File: src/rtl/bsu_pkg.sv
package bsu_pkg;
  localparam int MB_W   = 4;
  localparam int RB_W   = 2;
  localparam int GAP_W  = 2;
  localparam int BYTE_W = MB_W + GAP_W + RB_W;
  localparam int LOW_LIMIT = 4;

  typedef logic [MB_W-1:0]   mb_t;
  typedef logic [RB_W-1:0]   rb_t;
  typedef logic [BYTE_W-1:0] sbyte_t;

  function automatic logic mb_legal(input mb_t v);
    return (v < mb_t'(LOW_LIMIT)) || (v == '1);
  endfunction

  function automatic sbyte_t pack_sel(input mb_t m, input rb_t r);
    return {m, {GAP_W{1'b0}}, r};
  endfunction

  function automatic mb_t unpack_mb(input sbyte_t b);
    return b[BYTE_W-1 -: MB_W];
  endfunction

  function automatic rb_t unpack_rb(input sbyte_t b);
    return b[RB_W-1:0];
  endfunction
endpackage

File: src/rtl/bsu_mb_reg.sv
module bsu_mb_reg
  import bsu_pkg::*;
(
  input  logic clk,
  input  logic rst,
  input  logic cmd,
  input  mb_t  cmd_val,
  input  logic load,
  input  mb_t  load_val,
  output mb_t  sel_q,
  output logic refused_q
);
  logic cmd_ok;
  assign cmd_ok = mb_legal(cmd_val);

  always_ff @(posedge clk) begin
    if (rst) begin
      sel_q     <= '0;
      refused_q <= 1'b0;
    end else begin
      refused_q <= cmd && !load && !cmd_ok;
      if (load) begin
        if (mb_legal(load_val)) sel_q <= load_val;
      end else if (cmd && cmd_ok) begin
        sel_q <= cmd_val;
      end
    end
  end
endmodule

File: src/rtl/bsu_rb_reg.sv
module bsu_rb_reg
  import bsu_pkg::*;
(
  input  logic clk,
  input  logic rst,
  input  logic cmd,
  input  rb_t  cmd_val,
  input  logic load,
  input  rb_t  load_val,
  output rb_t  sel_q
);
  always_ff @(posedge clk) begin
    if (rst)       sel_q <= '0;
    else if (load) sel_q <= load_val;
    else if (cmd)  sel_q <= cmd_val;
  end
endmodule

File: src/rtl/bsu_push_stage.sv
module bsu_push_stage
  import bsu_pkg::*;
(
  input  logic   clk,
  input  logic   rst,
  input  logic   req,
  input  sbyte_t snap,
  input  logic   ready,
  output logic   valid,
  output sbyte_t data
);
  logic take;
  assign take = req && (!valid || ready);

  always_ff @(posedge clk) begin
    if (rst) begin
      valid <= 1'b0;
      data  <= '0;
    end else if (take) begin
      valid <= 1'b1;
      data  <= snap;
    end else if (ready) begin
      valid <= 1'b0;
    end
  end
endmodule

File: src/rtl/bank_sel_unit.sv
module bank_sel_unit
  import bsu_pkg::*;
(
  input  logic              clk,
  input  logic              rst,
  input  logic              sel_mb,
  input  logic              sel_rb,
  input  logic [MB_W-1:0]   sel_arg,
  input  logic              mb_en,
  input  logic              rb_en,
  input  logic              push_req,
  input  logic              push_ready,
  output logic              push_valid,
  output logic [BYTE_W-1:0] push_byte,
  input  logic              pop_valid,
  input  logic [BYTE_W-1:0] pop_byte,
  output logic              pop_ready,
  output logic [MB_W-1:0]   addr_hi,
  output logic [RB_W-1:0]   reg_bank,
  output logic              bad_bank
);
  mb_t mb_q;
  rb_t rb_q;

  assign pop_ready = 1'b1;

  bsu_mb_reg i_mb (
    .clk(clk), .rst(rst),
    .cmd(sel_mb), .cmd_val(sel_arg),
    .load(pop_valid), .load_val(unpack_mb(pop_byte)),
    .sel_q(mb_q), .refused_q(bad_bank)
  );

  bsu_rb_reg i_rb (
    .clk(clk), .rst(rst),
    .cmd(sel_rb), .cmd_val(sel_arg[RB_W-1:0]),
    .load(pop_valid), .load_val(unpack_rb(pop_byte)),
    .sel_q(rb_q)
  );

  bsu_push_stage i_push (
    .clk(clk), .rst(rst),
    .req(push_req), .snap(pack_sel(mb_q, rb_q)),
    .ready(push_ready), .valid(push_valid), .data(push_byte)
  );

  assign addr_hi  = mb_en ? mb_q : '0;
  assign reg_bank = rb_en ? rb_q : '0;
endmodule

File: config.mk
export PLATFORM = sky130hd
export DESIGN_NAME = bank_sel_unit
export DESIGN_NICKNAME = d
export VERILOG_FILES = /design/src/rtl/bsu_pkg.sv /design/src/rtl/bsu_mb_reg.sv /design/src/rtl/bsu_rb_reg.sv /design/src/rtl/bsu_push_stage.sv /design/src/rtl/bank_sel_unit.sv
export SDC_FILE = /design/constraint.sdc
export NUM_CORES = 1
export LEC_CHECK = 0
export CORE_MARGIN = 2
export CORE_UTILIZATION = 30
export CTS_CLUSTER_SIZE = 30
export DETAILED_ROUTE_END_ITERATION = 7
export MAX_ROUTING_LAYER = met4
export PLACE_DENSITY = 0.65
export SLEW_MARGIN = 10
export SYNTH_ARGS = -nofsm -noshare
export SYNTH_HDL_FRONTEND = slang
export SYNTH_SLANG_ARGS = --single-unit
File: constraint.sdc
create_clock -name clk -period 1.07 [get_ports clk]
set_input_delay 0.214 -clock clk [delete_from_list [all_inputs] [get_ports clk]]
set_output_delay 0.214 -clock clk [all_outputs]
set_load 0.01 [all_outputs]
# Yosys cells after proc, flatten, opt, wreduce, memory -nomap -nowiden

Index checks and enable logic that the tools add are counted.

Input bits: 21
Output and inout bits: 17
Bits in registers: 14

Multiplexer cells: 9
Eq/ne operators: 3
Reductions and logical operators: 14
Magnitude comparators: 2

Operator list:

| cell                 | count |
|---|---|
| $mux W4              | 4 |
| $eq A4 B4 Y1 const B | 2 |
| $lt A4 B3 Y1 const B | 2 |
| $mux W2              | 3 |
| $reduce_bool A2 Y1   | 3 |
| $logic_and A1 B1 Y1  | 4 |
| $logic_not A1 Y1     | 3 |
| $logic_or A1 B1 Y1   | 3 |
| $mux W1              | 2 |
| $ne A2 B1 Y1 const B | 1 |
| $reduce_and A2 Y1    | 1 |

# Logic depth before layout (Yosys ltp)

Depth after elaboration: 5
Gate-level depth with buffers: 5
Mapped depth without buffers: 4

# Modules after synthesis

A second synthesis with hierarchy kept.

Cells, all modules: 84
Area, all modules: 814.5 µm²

Modules (own cells, without submodules):

| module         | cells an instance | seq. area each (µm²) | area each (µm²) | instances |
|---|---|---|---|---|
| bsu_push_stage | 39                | 180.2                | 406.6           | 1 |
| bsu_mb_reg     | 27                | 100.1                | 264.0           | 1 |
| bsu_rb_reg     | 9                 | 40.0                 | 91.3            | 1 |
| bank_sel_unit  | 9                 | 0.0                  | 52.6            | 1 |

# Worst setup path before layout

No wires, ideal clock.

Kind: input to register
Start point: input pop_byte[5]
End point: register i_mb.sel_q[2]
Arrival: 1.047 ns
Library setup time: 0.117 ns
Path buffers: 0
Slack: -0.094 ns
Stages: 4
Cell sequence: and4_4 > o21a_1 > or2_4 > a22o_1

Longest elaborated chain between the ends: 4
Elaborated cells on any way between the ends: 5

RTL lines:

| what                                         | RTL line            | text |
|---|---|---|
| from (decl)                                  | bank_sel_unit.sv:16 | `input logic [BYTE_W-1:0] pop_byte,` |
| $lt A4 B3 Y1 or $eq A4 B4 Y1 (tied branches) | bsu_pkg.sv:13       | `return (v < mb_t'(LOW_LIMIT)) \|\| (v == '1);` |
| $logic_or A1 B1 Y1 *                         | bsu_pkg.sv:13       |  |
| $ne A2 B1 Y1 (no line) *                     | --                  |  |
| $reduce_and A2 Y1 (no line) *                | --                  |  |
| to (signal assigned)                         | bsu_mb_reg.sv:23    | `if (mb_legal(load_val)) sel_q <= load_val;` |
| to (signal assigned)                         | bsu_mb_reg.sv:25    | `sel_q <= cmd_val;` |
| to (decl)                                    | bsu_mb_reg.sv:10    | `output mb_t sel_q,` |

Every way passes the cells marked *; elsewhere a longest branch is shown, timed or not.
A chain may end at the register's enable or synchronous reset.

# Final worst setup path

Start point: register i_rb.sel_q[0]
End point: output reg_bank[0]

Longest elaborated chain between the ends: 1

RTL lines:

| what                   | RTL line            | text |
|---|---|---|
| from (decl)            | bsu_rb_reg.sv:10    | `output rb_t sel_q` |
| from (signal assigned) | bsu_rb_reg.sv:14    | `else if (load) sel_q <= load_val;` |
| from (signal assigned) | bsu_rb_reg.sv:15    | `else if (cmd) sel_q <= cmd_val;` |
| $mux W2                | bank_sel_unit.sv:48 | `assign reg_bank = rb_en ? rb_q : '0;` |
| to (decl)              | bank_sel_unit.sv:19 | `output logic [RB_W-1:0] reg_bank,` |

No other way between the ends.

==> flow_summary.yaml <==
status:
  status: "finished, final reports clean"
hold_path:
  hold_path_class: "primary input to register"
  holdPathStages: 4
  hold_end: "i_push.valid"
  hp-start: "push_ready"
synthesis:
  mappedNetlistArea_um2: 668
  synth-edff-count: 0
  synth_cell_type_count: 22
  ys_async_sr_fraction: 0
  syn_inst: 73
  ys_seq_area_frac: 0.419
  yosysWarnings: 0
  yosys_register_bits: 14
  synth_flop_cell: "dfxtp_1"
  synth_top_area_cell: "dfxtp_1"
  synth.area.top_cells: "dfxtp_1 (42%), mux2i_1 (16%), nor2_1 (7.3%)"
  netlist.area_leader.share: 0.419
  avgSynthCellArea_um2: 9.15
timing:
  slew_viol_final: 0
  finalCriticalPeriod_ns: 1.05
  finalCritPeriodShare: 0.981
  timing.final.hold_violations: 0
  max_freq_mhz: 952
  setup_violations: 0
  rsz0062_at_grt: "yes"
  finalHoldWorstSlack_ns: 0.325
  fin_skew_ns: 0.00203
setup_path:
  timing.rr.start: "i_push.valid"
  start_kind: "register"
  crit_fanout: 2
  cp_data_arrival_time_ns: 0.84
  cp-end-kind: "output port"
  r2r_slack_ns: 0.06
  r2r_cells: 4
  startpoint: "i_rb.sel_q[0]"
  timing.rr.end: "i_push.data[4]"
  path_class: "register to output port"
  cp.required_ns: 0.86
place:
  numPortBuffers: 32
  gp_congestion: 0.696
  dp_cells: 142
  hpwl_um: 1260
layout:
  antennaDiodeCount: 0
  area_growth_pct: 72.1
  multi_input_area_um2: 398
  mostFrequentLayoutCells: "nor2_1 (13), buf_4 (13), mux2i_1 (11)"
  nNetsFinal: 141
  fin_cells: 146
  n_fill_cell: 219
  layout-drive-gt1-share: 0.500
  seq_area_um2: 292
power:
  p_comb_frac: 0.260
  power_frac_seq: 0.496
  leakagePower_nw: 0.554
  p_sw_w: 0.000287
  switching_share: 0.252
  intPower_w: 0.000854
  power_frac_clock: 0.244
  peakVddDrop_uv: 346
  p_per_area_nw_per_um2: 993
floorplanning:
  core_area_um2: 2150
  die_w_um: 51.2
  ios: 38
  dieArea_um2: 2620
  rows: 17
  die_height_um: 51.2
  start_util: 0.311
global_route:
  grt_first_pass_wirelength_um: 2620
  grt_pass1_vias: 647
  overflow: 0
  antenna_found_initial: 0
  grt_usage: 0.138
  grt_max_degree: 9
clock_network:
  cts_buffers: 3
  clock_latency_ns: 0.27
  clockBufferDepth: 2
  h-tree-depth: 1
  root_buffer: "clkbuf_4"
  cts_tree: "built"
  clock-sinks: 14
  clkTransAtPathRegs_ns: 0.07
job:
  max_cap_viol_count: 0
routing:
  ant_nets: 0
  drc: 0
  firstDrtPassIters: 1
  wl_per_cell_um: 10.9
  viasPerCell: 4.55
  vias: 665
  first_iter_violations: 0
  finalWirelength_um: 1590
-- cell families (layout without fill, tap and decap cells) --
logic type | count (synthesis) | after routing | synth area share
buffers and inverters | 7 | 51 | 0.0580
and+or+nand+nor | 29 | 29 | 0.223
DFF | 14 | 14 | 0.419
muxes | 11 | 11 | 0.165
AOI/OAI and AO/OA | 10 | 10 | 0.124
other | 2 | 3 | 0.0112
-- synthesized netlist by cell type (2+ instances only) --
library cell and instances:
mux2i_1 11, a21oi_1 3, inv_1 2, nor3_1 4, dfxtp_1 14, nor2_1 13
and2_1 6, conb_1 2, a22o_1 2, a211oi_2 2, buf_4 3
-- power by group through the flow --
stage / Combinational, W / Sequential [W] / Clock (W)
floorplan: 0.000124 / 0.000579 / 0
global placement: 0.000292 / 0.000573 / 0
detailed placement: 0.000298 / 0.000573 / 0
CTS: 0.000282 / 0.000563 / 0.000296
global route: 0.000324 / 0.000570 / 0.000319
finish: 0.000297 / 0.000566 / 0.000278
-- critical path, stage by stage (launching register included) --
cell and delay [ns]:
dfxtp_2 0.33, and2_4 0.13, buf_6 0.11
-- area by class of cell --
class,instances,area share
clock buffer,3,0.0196
tap,28,0.0305
inverter,2,0.00653
multi-input combinational,53,0.346
sequential,14,0.254
timing repair buffer,46,0.344
-- registers in the layout (all words and copies together), names as in the netlist --
name and cells:
i_mb.sel_q 4, i_push.valid 1, i_rb.sel_q 2, i_push.data 6
i_mb.refused_q 1
-- how the worst max path moves through the flow --
stage                                 to  depth (start not counted)
after floorplan            i_mb.sel_q[2]                          4
after global placement     i_mb.sel_q[3]                          5
after detailed placement      addr_hi[1]                          3
after CTS                     addr_hi[3]                          2
after global routing      i_push.data[7]                          4
final                        reg_bank[0]                          2
-- per-layer routing --
layer  global-route usage  share of wire  vias to the layer above  wire, um
li1                     -              -                      338         -
met1                0.150           0.41                      299       652
met2                0.238           0.51                       26       816
met3               0.0292          0.071                        2       113
met4               0.0676         0.0069                        0        11
met5                    -              0                        -         0
-- timing repair --
action | in CTS | in global routing
resized for setup | 73 | 29
endpoints found under the setup margin | 24 | 22
buffers inserted | 1 | 0
hold buffers | 0 | 0
pin swaps | 6 | 5
hold endpoints to repair | 0 | 0
-- per-stage QoR --
step           total power [W]  worst slack (ns)  TNS, ns   util  area [um2]
6_report               0.00114            0.0198        0  0.535        1150
5_1_grt                0.00121           -0.0389   -0.171  0.535        1150
4_1_cts                0.00114           -0.0813  -0.0898  0.520        1120
3_5_place_dp          0.000871            -0.536    -7.57  0.513        1100
3_3_place_gp          0.000865            -0.519    -7.10  0.513        1100
2_1_floorplan         0.000703           -0.0578   -0.116      -         682
Power figures use the tool's default switching activity.
